<file path="src/rtl/sdr_cmd_pkg.sv">
package sdr_cmd_pkg;
  localparam int CMD_COUNT = 9;
  localparam int CMD_IDX_W = 4;

  typedef enum logic [CMD_IDX_W-1:0] {
    CMD_NOP  = 4'd0,
    CMD_ACT  = 4'd1,
    CMD_RD   = 4'd2,
    CMD_WR   = 4'd3,
    CMD_BST  = 4'd4,
    CMD_PRE  = 4'd5,
    CMD_AREF = 4'd6,
    CMD_SREF = 4'd7,
    CMD_LMR  = 4'd8
  } cmd_e;
endpackage

</file>
<file path="src/rtl/sdr_pin_decode.sv">
module sdr_pin_decode
  import sdr_cmd_pkg::*;
(
  input  logic cke,
  input  logic cs_n,
  input  logic ras_n,
  input  logic cas_n,
  input  logic we_n,
  output cmd_e cmd
);
  logic [2:0] strobes;
  logic       is_refresh;

  assign strobes    = {ras_n, cas_n, we_n};
  assign is_refresh = (strobes == 3'b001);

  always_comb begin
    cmd = CMD_NOP;
    if (!cs_n) begin
      if (is_refresh) begin
        // clock-enable level splits the refresh pattern
        cmd = cke ? CMD_AREF : CMD_SREF;
      end else if (cke) begin
        case (strobes)
          3'b011:  cmd = CMD_ACT;
          3'b101:  cmd = CMD_RD;
          3'b100:  cmd = CMD_WR;
          3'b110:  cmd = CMD_BST;
          3'b010:  cmd = CMD_PRE;
          3'b000:  cmd = CMD_LMR;
          default: cmd = CMD_NOP;
        endcase
      end
    end
  end
endmodule

</file>
<file path="src/rtl/sdr_field_regs.sv">
module sdr_field_regs
  import sdr_cmd_pkg::*;
#(
  parameter int ADDR_W     = 12,
  parameter int BANK_W     = 2,
  parameter int ROW_W      = 12,
  parameter int COL_W      = 9,
  parameter int COL_NARROW = 8,
  parameter int OPC_W      = 11,
  parameter int AP_BIT     = 10
) (
  input  logic              clk,
  input  logic              rst,
  input  cmd_e              cmd,
  input  logic [BANK_W-1:0] ba,
  input  logic [ADDR_W-1:0] addr,
  input  logic              wide,
  output logic [BANK_W-1:0] bank_q,
  output logic [ROW_W-1:0]  row_q,
  output logic [COL_W-1:0]  col_q,
  output logic              auto_pre_q,
  output logic              all_banks_q,
  output logic [OPC_W-1:0]  opc_q
);
  localparam logic [COL_W-1:0] NARROW_MASK = COL_W'((1 << COL_NARROW) - 1);

  logic [COL_W-1:0] col_pick;
  logic             flag_bit;

  assign flag_bit = addr[AP_BIT];
  assign col_pick = addr[COL_W-1:0] & (wide ? NARROW_MASK : {COL_W{1'b1}});

  always_ff @(posedge clk) begin
    if (rst) begin
      bank_q      <= '0;
      row_q       <= '0;
      col_q       <= '0;
      auto_pre_q  <= 1'b0;
      all_banks_q <= 1'b0;
      opc_q       <= '0;
    end else begin
      auto_pre_q  <= 1'b0;
      all_banks_q <= 1'b0;
      case (cmd)
        CMD_ACT: begin
          row_q  <= addr[ROW_W-1:0];
          bank_q <= ba;
        end
        CMD_RD, CMD_WR: begin
          col_q      <= col_pick;
          bank_q     <= ba;
          auto_pre_q <= flag_bit;
        end
        CMD_PRE: begin
          all_banks_q <= flag_bit;
          if (!flag_bit) bank_q <= ba;
        end
        CMD_LMR: opc_q <= addr[OPC_W-1:0];
        default: ;
      endcase
    end
  end

  logic seen;
  always_ff @(posedge clk) seen <= ~rst;

  assert_act_row_R4: assert property (@(posedge clk) disable iff (rst)
    seen && $past(cmd == CMD_ACT) |-> row_q == $past(addr[ROW_W-1:0]));

  assert_prea_bank_hold_R6: assert property (@(posedge clk) disable iff (rst)
    seen && $past(cmd == CMD_PRE && flag_bit) |-> all_banks_q && bank_q == $past(bank_q));
endmodule

</file>
<file path="src/rtl/sdr_mask_lanes.sv">
module sdr_mask_lanes #(
  parameter int LANES        = 4,
  parameter int NARROW_LANES = 2,
  parameter int RD_LAT       = 2
) (
  input  logic             clk,
  input  logic             rst,
  input  logic [LANES-1:0] dqm,
  input  logic             wide,
  output logic [LANES-1:0] wr_en,
  output logic [LANES-1:0] rd_en
);
  logic [LANES-1:0] lane_in;
  logic [LANES-1:0] rd_pipe [RD_LAT+1];

  for (genvar g = 0; g < LANES; g++) begin : g_lane
    assign lane_in[g] = ~dqm[g] & (wide | 1'(g < NARROW_LANES));
  end

  always_ff @(posedge clk) begin
    if (rst) wr_en <= '0;
    else     wr_en <= lane_in;
  end

  for (genvar s = 0; s <= RD_LAT; s++) begin : g_stage
    if (s == 0) begin : g_head
      always_ff @(posedge clk) begin
        if (rst) rd_pipe[s] <= '1;
        else     rd_pipe[s] <= lane_in;
      end
    end else begin : g_body
      always_ff @(posedge clk) begin
        if (rst) rd_pipe[s] <= '1;
        else     rd_pipe[s] <= rd_pipe[s-1];
      end
    end
  end

  assign rd_en = rd_pipe[RD_LAT];

  logic seen;
  always_ff @(posedge clk) seen <= ~rst;

  assert_wr_no_lag_R9: assert property (@(posedge clk) disable iff (rst)
    seen |-> wr_en == $past(lane_in));

  if (RD_LAT == 2) begin : g_rd_chk
    logic [1:0] run_cnt;
    always_ff @(posedge clk) begin
      if (rst)                run_cnt <= '0;
      else if (run_cnt != 2'd3) run_cnt <= run_cnt + 2'd1;
    end
    assert_rd_two_lag_R10: assert property (@(posedge clk) disable iff (rst)
      run_cnt == 2'd3 |-> rd_en == $past(wr_en, 2));
  end
endmodule

</file>
<file path="src/rtl/sdr_cmd_decoder.sv">
module sdr_cmd_decoder
  import sdr_cmd_pkg::*;
#(
  parameter int ADDR_W     = 12,
  parameter int BANK_W     = 2,
  parameter int ROW_W      = 12,
  parameter int COL_W      = 9,
  parameter int COL_NARROW = 8,
  parameter int OPC_W      = 11,
  parameter int AP_BIT     = 10,
  parameter int LANES      = 4,
  parameter int RD_LAT     = 2
) (
  input  logic              clk,
  input  logic              rst,
  input  logic              cke,
  input  logic              cs_n,
  input  logic              ras_n,
  input  logic              cas_n,
  input  logic              we_n,
  input  logic [BANK_W-1:0] ba,
  input  logic [ADDR_W-1:0] addr,
  input  logic [LANES-1:0]  dqm,
  input  logic              wide,
  output logic [CMD_COUNT-1:0] cmd_oh,
  output logic [BANK_W-1:0] bank,
  output logic [ROW_W-1:0]  row,
  output logic [COL_W-1:0]  col,
  output logic              auto_pre,
  output logic              all_banks,
  output logic [OPC_W-1:0]  opcode,
  output logic [LANES-1:0]  wr_lane_en,
  output logic [LANES-1:0]  rd_lane_oe
);
  localparam int NARROW_LANES = LANES / 2;

  cmd_e                 cmd;
  logic [CMD_IDX_W-1:0] cmd_code;

  sdr_pin_decode u_decode (
    .cke   (cke),
    .cs_n  (cs_n),
    .ras_n (ras_n),
    .cas_n (cas_n),
    .we_n  (we_n),
    .cmd   (cmd)
  );

  assign cmd_code = cmd;

  for (genvar i = 0; i < CMD_COUNT; i++) begin : g_oh
    always_ff @(posedge clk) begin
      if (rst) cmd_oh[i] <= (i == 0);
      else     cmd_oh[i] <= (cmd_code == CMD_IDX_W'(i));
    end
  end

  sdr_field_regs #(
    .ADDR_W(ADDR_W), .BANK_W(BANK_W), .ROW_W(ROW_W), .COL_W(COL_W),
    .COL_NARROW(COL_NARROW), .OPC_W(OPC_W), .AP_BIT(AP_BIT)
  ) u_fields (
    .clk         (clk),
    .rst         (rst),
    .cmd         (cmd),
    .ba          (ba),
    .addr        (addr),
    .wide        (wide),
    .bank_q      (bank),
    .row_q       (row),
    .col_q       (col),
    .auto_pre_q  (auto_pre),
    .all_banks_q (all_banks),
    .opc_q       (opcode)
  );

  sdr_mask_lanes #(
    .LANES(LANES), .NARROW_LANES(NARROW_LANES), .RD_LAT(RD_LAT)
  ) u_lanes (
    .clk   (clk),
    .rst   (rst),
    .dqm   (dqm),
    .wide  (wide),
    .wr_en (wr_lane_en),
    .rd_en (rd_lane_oe)
  );

  logic seen;
  always_ff @(posedge clk) seen <= ~rst;

  assert_inhibit_nop_R1: assert property (@(posedge clk) disable iff (rst)
    seen && $past(cs_n) |-> cmd_oh == CMD_COUNT'(1));

  assert_self_refresh_R3: assert property (@(posedge clk) disable iff (rst)
    seen && $past(!cs_n && !ras_n && !cas_n && we_n && !cke) |-> cmd_oh[CMD_SREF] && $onehot(cmd_oh));
endmodule

</file>
<file path="config.mk">
export PLATFORM = sky130hd
export DESIGN_NAME = sdr_cmd_decoder
export DESIGN_NICKNAME = d
export VERILOG_FILES = /design/src/rtl/sdr_cmd_pkg.sv /design/src/rtl/sdr_pin_decode.sv /design/src/rtl/sdr_field_regs.sv /design/src/rtl/sdr_mask_lanes.sv /design/src/rtl/sdr_cmd_decoder.sv
export SDC_FILE = /design/constraint.sdc
export NUM_CORES = 1
export LEC_CHECK = 0
export BUFFER_PORTS_ARGS = -buffer_cell sky130_fd_sc_hd__clkbuf_2
export CAP_MARGIN = 25
export CORE_UTILIZATION = 40
export DETAILED_ROUTE_END_ITERATION = 10
export PLACE_DENSITY = 0.68
export REMOVE_ABC_BUFFERS = 1
export SKIP_CTS_REPAIR_TIMING = 1
export SLEW_MARGIN = 10
export SYNTH_ARGS = -nofsm -noshare
export SYNTH_HDL_FRONTEND = slang
export SYNTH_SLANG_ARGS = --single-unit
</file>
<file path="constraint.sdc">
create_clock -name clk -period 2.6 [get_ports clk]
set_clock_uncertainty 0.05 [all_clocks]
set_input_delay 0.39 -clock clk [delete_from_list [all_inputs] [get_ports clk]]
set_output_delay 0.39 -clock clk [all_outputs]
set_load 0.005 [all_outputs]
</file>
* Word level (Yosys, flattened, before mapping)
Memories as Yosys holds them, arrays and structs flattened.
Index checks and enable logic that the tools add are counted.
** Word-level totals
- Register bits after elaboration :: 49
- Bits in latches :: 0
- RAM bits :: 12
- ROM bits :: 0
- Bits of input ports :: 26
- Output and inout port bits :: 53
- Word-level logic and storage cells :: 66
- Memories :: 1
** Operators by class
- $add $sub $neg :: 0
- $mul :: 0
- Divide/modulo/power cells :: 0
- Order comparisons :: 0
- Eq/ne operators :: 15
- Shifts and indexed selects :: 0
- Mux-type cells :: 14
- Bitwise gates (word level) :: 12
- Reductions and logical operators :: 8
** Memories
- u_lanes.rd_pipe :: depth 3, bits a word 4, rd ports 3, clocked after memory_dff 0, wr ports 3, line sdr_mask_lanes.sv:14 : logic [LANES-1:0] rd_pipe [RD_LAT+1];
** Operator list (count)
- two-way mux 4 bit :: 6
- one-hot mux 4 bit (6 select lines) :: 1
- equality test 4 x 3 -> 1 bit (second input constant) :: 4
- AND 9 bit :: 1
- equality test 3 bit (second input constant) :: 3
- two-way mux 9 bit :: 1
- equality test 4 x 2 -> 1 bit (second input constant) :: 2
- equality test 3 x 2 -> 1 bit (second input constant) :: 2
- inverter 1 bit :: 6
- OR reduction 2 bit :: 3
- equality test 4 x 1 -> 1 bit (second input constant) :: 1
- equality test 4 bit (second input constant) :: 1
- zero test 4 bit :: 1
- two-way mux 1 bit :: 4
- one-hot mux 2 bit (2 select lines) :: 1
- equality test 3 x 1 -> 1 bit (second input constant) :: 1
- zero test 3 bit :: 1
- bitwise OR 1 bit :: 3
- OR reduction 3 bit :: 1
- AND 1 bit :: 2
- two-way mux 2 bit :: 1
- != test 2 bit (second input constant) :: 1
- AND reduction 2 bit :: 1
- nonzero test 2 bit :: 1

* Longest topological paths before layout
Gate-level depths: netlist of run 1.
- Depth after elaboration :: 9
- Mapped depth :: 5
- Mapped depth without buffers :: 3

* Modules after synthesis
A second synthesis of run 1 with hierarchy kept.
** Second synthesis, totals
- Cells, all modules :: 221
- Area, all modules :: 2125.8 sq um
** Modules (own cells, without submodules)
- sdr_field_regs :: instances 1, cells each 150, area an instance 1336.3 sq um, seq. area each 720.7 sq um
- sdr_mask_lanes :: instances 1, cells each 35, area an instance 434.2 sq um, seq. area each 320.3 sq um
- sdr_cmd_decoder :: instances 1, cells each 25, area an instance 271.5 sq um, seq. area each 180.2 sq um
- sdr_pin_decode :: instances 1, cells each 11, area an instance 83.8 sq um, seq. area each 0.0 sq um

* Worst setup path before layout of run 1
Ideal clock, no wire load.
- Path type :: input port to flip-flop
- From :: in we_n
- To :: reg u_fields.row_q[0]
- Library setup time :: 72 ps
- Data arrival time :: 1215 ps
- Required time :: 2478 ps
- Setup slack :: 1263 ps
- Stages :: 5
- Buffers on the path :: 2
- Cell sequence :: buf_2 nor2b_1 and3_4 buf_8 mux2i_1
** On the way
- Longest elaborated chain between the ends :: 6
- Elaborated cells between the ends (all ways) :: 12
- Classes of those cells :: 7 x eq/ne; 4 x mux; 1 x reduce/logical
** RTL lines
- from (decl) :: line sdr_cmd_decoder.sv:20 : input logic we_n,
- equality test 3 x 2 -> 1 bit, or another cell as far along :: line sdr_pin_decode.sv:24 : case (strobes)
- one-hot mux 4 bit (6 select lines) :: line sdr_pin_decode.sv:24
- two-way mux 4 bit :: line sdr_pin_decode.sv:23 : end else if (cke) begin
- two-way mux 4 bit (*) :: line sdr_pin_decode.sv:20 : if (is_refresh) begin
- two-way mux 4 bit (*) :: line sdr_pin_decode.sv:19 : if (!cs_n) begin
- equality test 4 x 1 -> 1 bit (*) :: line sdr_field_regs.sv:44 : case (cmd)
- to (signal assigned) :: line sdr_field_regs.sv:46 : row_q <= addr[ROW_W-1:0];
- to (decl) :: line sdr_field_regs.sv:19 : output logic [ROW_W-1:0] row_q,
Every way passes the cells marked *; elsewhere a longest branch is shown, timed or not.
A chain may end at the register's enable or synchronous reset.

==> impl_results.md, run 1 <==
* Buffer type at the clock tree root: sky130_fd_sc_hd__clkbuf_8
* Register-to-register setup slack at 1.64 ns
* First-pass GRT wire length at 7.61 mm
* Clock Sink Count at 61
* Number of port buffers at 78
* RD Place Congestion at 0.764
* Worst reg2reg startpoint: u_fields.bank_q[0]$_SDFFE_PP0P_
* Number of antenna violations at the first check in global routing at 0
* Routed WL at 4.54 mm
* Post-detail-place hpwl at 3.16 mm
* Placed Instance Area at 2690 um2
* Share of final-layout standard cells stronger than drive strength 1 at 36.3%
* WP data arrival at 1.45 ns
* Number of nets with antenna violations after routing at 0
* Final-report setup violation count at 0
* Vias after detailed routing at 1738
* Effective utilization at floorplan at 41.4%
* Proportion of synthesized area in mux cells at 10.1%
* Final period utilization at 49.8%
* Post-synthesis instance area at 2280 um2
* Capture endpoint of the worst hold path: u_lanes.wr_en[3]$_SDFF_PP0_
* Share of total power consumed by net switching at 21.8%
* Number of nets in the final layout at 327
* Result of the run: completed
* Clock share of power at 42.5%
* Post-synthesis average cell area at 10.2 um2
* Pwr per Cell Area at 660 nW/um2
* Total Power Consumption at 1900 uW
* Static power due to leakage at 0.00133 uW
* Dominant combinational cell family by area after synthesis: simple AND/OR/NAND/NOR gates
* Pin count of the biggest net entering global routing at 39
* Filler cell count at 521
* Sum Neg Setup Slack at 0 ns
* Core Rows at 27
* Worst setup slack after layout at 1.31 ns
* CTS clock-pin slew for the worst setup and hold paths at 0.06 ns
* Relative contribution of combinational cells to total power at 6.7%
* Routed wl met2 at 2.11 mm
* Number of DRC markers in iteration 0 at 62
* Area of the die at 6000 um2
* Length of routed met3 wiring at 291 um
* Yosys warns at 0
* First-pass detailed-route iteration total at 5
* Number of buffers between clock root and the deepest sink at 2
* Final design instance area without fill at 2880 um2
* Max incr delay on CP at 0.48 ns
* Number of global-route vias before repair at 1647
* Most common library cell in the layout ignoring fill and taps: sky130_fd_sc_hd__clkbuf_2
* # DRC at 0
* Combined area of the multi-input logic cells at 965 um2
* Max IR drop VDD at 0.000337 V
* Worst-Skew Late Latency at 0.33 ns
* Hold depth at 2
* DR WL/cell at 12.0 um
* Highest net fanout along the worst path at 38
* Synth Instances at 224
* Number of unique standard cell types used by synthesis at 27
* Type of element launching the critical path: input port
* CP cell instances: clkbuf_2, and4bb_2, a22oi_1, nand3_1
* Path type of the worst setup path: input port to flip-flop
* Headroom to the max-slew limit at 58.6%
* Io pins at 79
* TritonCTS clock tree: built
* Max-slew violation count at 0
* Compound-gate portion of the synthesized area at 3.95%
* Reg2reg path depth at 3
* Top routing layer used: met4
* Critical-path top delay cell: sky130_fd_sc_hd__clkbuf_2
* Area used by sequential logic in the layout at 1220 um2
* Maximum frequency from static timing analysis at 773 MHz
* Via density per instance at 4.60
* Total Routing Usage GR at 16.7%
* Proportion of synthesized chip area in sequential cells at 53.6%
* Post-Synth Simple-Gate Area at 28.3%
* Htree depth at 3
* Commonest cells after routing, fill and taps aside: 78 x sky130_fd_sc_hd__clkbuf_2, 61 x sky130_fd_sc_hd__dfxtp_1, 43 x sky130_fd_sc_hd__nand2b_1
* Register share of total power at 50.8%
* Share of the core filled with cells in the final layout at 52.3%
* Final hold viol count at 0
* RSZ-0062 raised after global routing: no
* Shortest clock period the worst path allows after layout at 1.29 ns
* Horizontal die dimension at 77.5 um
* Total CTS buffers at 9
* Arithmetic-cell share of the synthesized area counting full adders, half adders and majority gates at 0%
* Start point of the worst min-delay path: dqm[3]
* Cell-internal power at 1490 uW
* Post-synthesis to final-layout area growth at 26.5%
* Transition time at the pin with the least slew margin at 0.621 ns
* Post-synthesis sequential element count at 61
* Remaining global-route overflow at 0
* Terminus of the critical flop-to-flop path: u_fields.bank_q[0]$_SDFFE_PP0P_
* Switching power of the nets at 415 uW
* CP Data Required Time at 2.76 ns
* Die Ht at 77.5 um
* DP Worst Slack at 0.968 ns
* Post-Synth XOR/XNOR Area at 0%
* Max-cap violations at 0
* Placeable core region at 5510 um2
* Sort of element at the end of the critical path: flip-flop
* Class of the tightest hold or removal check: input port to flip-flop
* Number of antenna repair diodes at 0
* Wire length on met1 at 2.03 mm
## through the flow
stage	hold WS [ns]	cells
4_1_cts	0.151	378
5_1_grt	0.156	378
2_1_floorplan	0.339	210
6_report	0.172	378
3_3_place_gp	0.341	362
3_5_place_dp	0.342	362
## cell families after synthesis
group / count (synthesis)
and+or+nand+nor: 108
buffers and inverters: 16
muxes: 23
DFF: 61
AOI/OAI and AO/OA: 16
## registers in the layout, summed over array words and instances (netlist names)
register              cells
u_lanes.rd_pipe          12
u_fields.col_q            9
u_fields.row_q           12
u_fields.bank_q           2
u_fields.opc_q           11
cmd_oh                    9
u_lanes.wr_en             4
u_fields.all_banks_q      1
u_fields.auto_pre_q       1
## cell type report
type                            count  share of cell area (%)
Sequential cell                    61                    42.4
Multi-Input combinational cell    147                    33.5
Clock buffer                       12                    5.04
Timing Repair Buffer               80                    14.1
Inverter                            2                   0.261
Tap cell                           72                    3.13
Clock inverter                      4                    1.65
## metal layers
layer	vias to the layer above	global-route usage [%]
li1	889	-
met1	773	19.4
met2	67	26.6
met3	9	5.18
met4	0	10.2
met5	-	0
## synth_stat cells, drive strengths merged
| cell | instances | area share, % |
|---|---|---|
| or2 | 10 | 2.7 |
| nor3b | 3 | 0.99 |
| a21oi | 11 | 2.4 |
| a22oi | 2 | 0.66 |
| nand4bb | 1 | 0.49 |
| nand2 | 17 | 2.8 |
| nand2b | 43 | 12 |
| mux2i | 23 | 10 |
| nor2b | 6 | 1.6 |
| nor3 | 1 | 0.22 |
| and2b | 1 | 0.44 |
| o21ai | 1 | 0.22 |
| clkbuf | 5 | 0.82 |
| and3 | 1 | 0.49 |
| and4bb | 3 | 1.6 |
| nand3 | 7 | 1.5 |
| inv | 2 | 0.33 |
| buf | 9 | 2.9 |
| dfxtp | 61 | 54 |
| nand3b | 2 | 1.2 |
| nor2 | 13 | 2.3 |
| o211ai | 2 | 0.66 |
## power by group through the flow
stage	Combinational [uW]	Clock [uW]	Sequential [uW]
2_1_floorplan	57.2	0	988
3_3_place_gp	127	0	986
3_5_place_dp	129	0	987
4_1_cts	129	845	966
5_1_grt	142	874	968
6_report	127	808	966
## worst max-delay path, delay by kind of cell
kind | cells | cell delay [ns]
AOI/OAI and AO/OA | 1 | 0.16
buffers and inverters | 1 | 0.48
and+or+nand+nor | 2 | 0.41
## worst max path at each step
stage	startpoint	endpoint	slack, ns	depth (start not counted)
6_report	rst	u_fields.bank_q[0]$_SDFFE_PP0P_	1.31	4
5_1_grt	rst	u_fields.bank_q[0]$_SDFFE_PP0P_	1.21	4
4_1_cts	rst	u_fields.row_q[8]$_SDFFE_PP0P_	1.33	4
3_5_place_dp	rst	u_fields.opc_q[8]$_SDFFE_PP0P_	0.97	4
3_3_place_gp	rst	u_fields.opc_q[1]$_SDFFE_PP0P_	1.01	4
2_1_floorplan	cs_n	u_fields.row_q[0]$_SDFFE_PP0P_	1.36	3
Note: power is estimated with default switching activity, not from simulation.
==> inputs of run 2 (changes only) <==
Clock period 2.6 ns to 1.25 ns, I/O delays scaled along.
==> impl_results.md, run 2 (synthesis results as in run 1) <==
* Max-cap violations at 0 (unchanged)
* DP Worst Slack at -0.0150 ns (-0.983 ns)
* Number of nets in the final layout at 341 (+4.3%)
* Htree depth at 3 (unchanged)
* Class of the tightest hold or removal check: input port to flip-flop
* Total Power Consumption at 3960 uW (+110%)
* Vias after detailed routing at 1785 (+2.7%)
* Remaining global-route overflow at 0 (unchanged)
* Routed WL at 4.68 mm (+3.2%)
* Shortest clock period the worst path allows after layout at 1.05 ns
* Die Ht at 77.5 um (unchanged)
* Total CTS buffers at 9 (unchanged)
* CTS clock-pin slew for the worst setup and hold paths at 0.07 ns (about the same)
* Effective utilization at floorplan at 41.4% (unchanged)
* Commonest cells after routing, fill and taps aside: 78 x sky130_fd_sc_hd__clkbuf_2, 61 x sky130_fd_sc_hd__dfxtp_1, 43 x sky130_fd_sc_hd__nand2b_1
* Post-detail-place hpwl at 3.28 mm (+3.9%)
* Number of global-route vias before repair at 1574 (-4.4%)
* # DRC at 0 (unchanged)
* Static power due to leakage at 0.00139 uW (+4.5%)
* Most common library cell in the layout ignoring fill and taps: sky130_fd_sc_hd__clkbuf_2
* Area used by sequential logic in the layout at 1220 um2 (unchanged)
* Number of antenna repair diodes at 0 (unchanged)
* Worst-Skew Late Latency at 0.33 ns (about the same)
* Highest net fanout along the worst path at 2 (-95%)
* Sort of element at the end of the critical path: output pin
* Final period utilization at 83.9%
* RD Place Congestion at 0.748 (-2.0%)
* Final hold viol count at 0 (unchanged)
* CP cell instances: clkbuf_2
* Number of DRC markers in iteration 0 at 55 (-11%)
* Horizontal die dimension at 77.5 um (unchanged)
* Result of the run: completed
* TritonCTS clock tree: built
* Sum Neg Setup Slack at 0 ns (unchanged)
* Number of nets with antenna violations after routing at 0 (unchanged)
* Share of final-layout standard cells stronger than drive strength 1 at 37.4% (+1.1 points)
* First-pass GRT wire length at 7.52 mm (-1.2%)
* Cell family contributing the most delay on the critical path: flip-flops
* Filler cell count at 508 (-2.5%)
* Worst setup slack after layout at 0.201 ns (-1.10 ns)
* Transition time at the pin with the least slew margin at 0.341 ns (-0.280 ns)
* Pin count of the biggest net entering global routing at 20 (-49%)
* Io pins at 79 (unchanged)
* Total Routing Usage GR at 16.7% (+0.017 points)
* DR WL/cell at 12.0 um (unchanged)
* Via density per instance at 4.58 (-0.46%)
* Core Rows at 27 (unchanged)
* Max IR drop VDD at 0.000619 V (+84%)
* Regs by FF count: u_fields.row_q x12, u_lanes.rd_pipe x12, u_fields.opc_q x11
* Final-report setup violation count at 0 (unchanged)
* Number of buffers between clock root and the deepest sink at 2 (unchanged)
* Path type of the worst setup path: flip-flop to output pin
* RSZ-0062 raised after global routing: no
* Post-synthesis to final-layout area growth at 31.0%
* Maximum frequency from static timing analysis at 953 MHz
* First-pass detailed-route iteration total at 4 (-1)
* Max incr delay on CP at 0.36 ns (-0.12 ns)
* Placeable core region at 5510 um2 (unchanged)
* Type of element launching the critical path: flip-flop
* Headroom to the max-slew limit at 77.3% (+19 points)
* Buffer type at the clock tree root: sky130_fd_sc_hd__clkbuf_8
* CP Data Required Time at 1.01 ns (-1.75 ns)
* WP data arrival at 0.81 ns (-0.64 ns)
* Buffers and inverters on the worst path at 1 (unchanged)
* Combined area of the multi-input logic cells at 965 um2 (unchanged)
* Clock Sink Count at 61 (unchanged)
* Area of the die at 6000 um2 (unchanged)
* Critical-path top delay cell: sky130_fd_sc_hd__dfxtp_1
* Worst hold margin at 0.0322 ns (-0.140 ns)
* Max-slew violation count at 0 (unchanged)
* Number of port buffers at 78 (unchanged)
* Pwr per Cell Area at 1330 nW/um2 (+100%)
* Number of antenna violations at the first check in global routing at 0 (unchanged)
[run 2: area by class of cell]
cell class / instances / share of cell area (%)
Clock buffer: 12 / 4.86
Clock inverter: 2 / 1.17
Inverter: 2 / 0.252
Multi-Input combinational cell: 147 / 32.3
Sequential cell: 61 / 40.9
Tap cell: 72 / 3.02
Timing Repair Buffer: 94 / 17.4
[run 2: report_power, final]
part / total [uW] / switching (uW) / internal, uW
Sequential: 2010 / 15.5 / 1990
Combinational: 298 / 141 / 157
Clock: 1660 / 704 / 952
Total: 3960 / 860 / 3100
[run 2: metrics by stage]
stage | util, % | std cells | cell area (um2)
finish | 54.2 | 390 | 2980
global route | 54.2 | 390 | 2980
CTS | 53.5 | 386 | 2940
detailed placement | 50.2 | 372 | 2760
global placement | 50.2 | 372 | 2760
floorplan | - | 210 | 2190
[run 2: worst register-to-register path, cell delays in order, from the launching register on]
cell	delay, ns
sky130_fd_sc_hd__dfxtp_1	0.31
sky130_fd_sc_hd__nor2b_1	0.14
sky130_fd_sc_hd__a22oi_1	0.21
sky130_fd_sc_hd__nand3_1	0.09
[run 2: worst paths after layout]
path | slack, ns | from | endpoint | cells after the start
setup / recovery | 0.20 | u_fields.opc_q[10]$_SDFFE_PP0P_ | opcode[10] | 1
hold reg to reg | 0.36 | u_lanes.rd_pipe[1][0]$_SDFF_PP1_ | u_lanes.rd_pipe[2][0]$_SDFF_PP1_ | 1
setup reg to reg | 0.33 | u_fields.bank_q[1]$_SDFFE_PP0P_ | u_fields.bank_q[1]$_SDFFE_PP0P_ | 3
hold / removal | 0.03 | addr[7] | u_fields.col_q[7]$_SDFFE_PP0P_ | 3
[run 2: layer usage]
metal  wire, um  GRT usage, %
met5          0             0
met1       2220          20.8
met3        259          6.00
met2       2100          25.0
met4        104          9.06
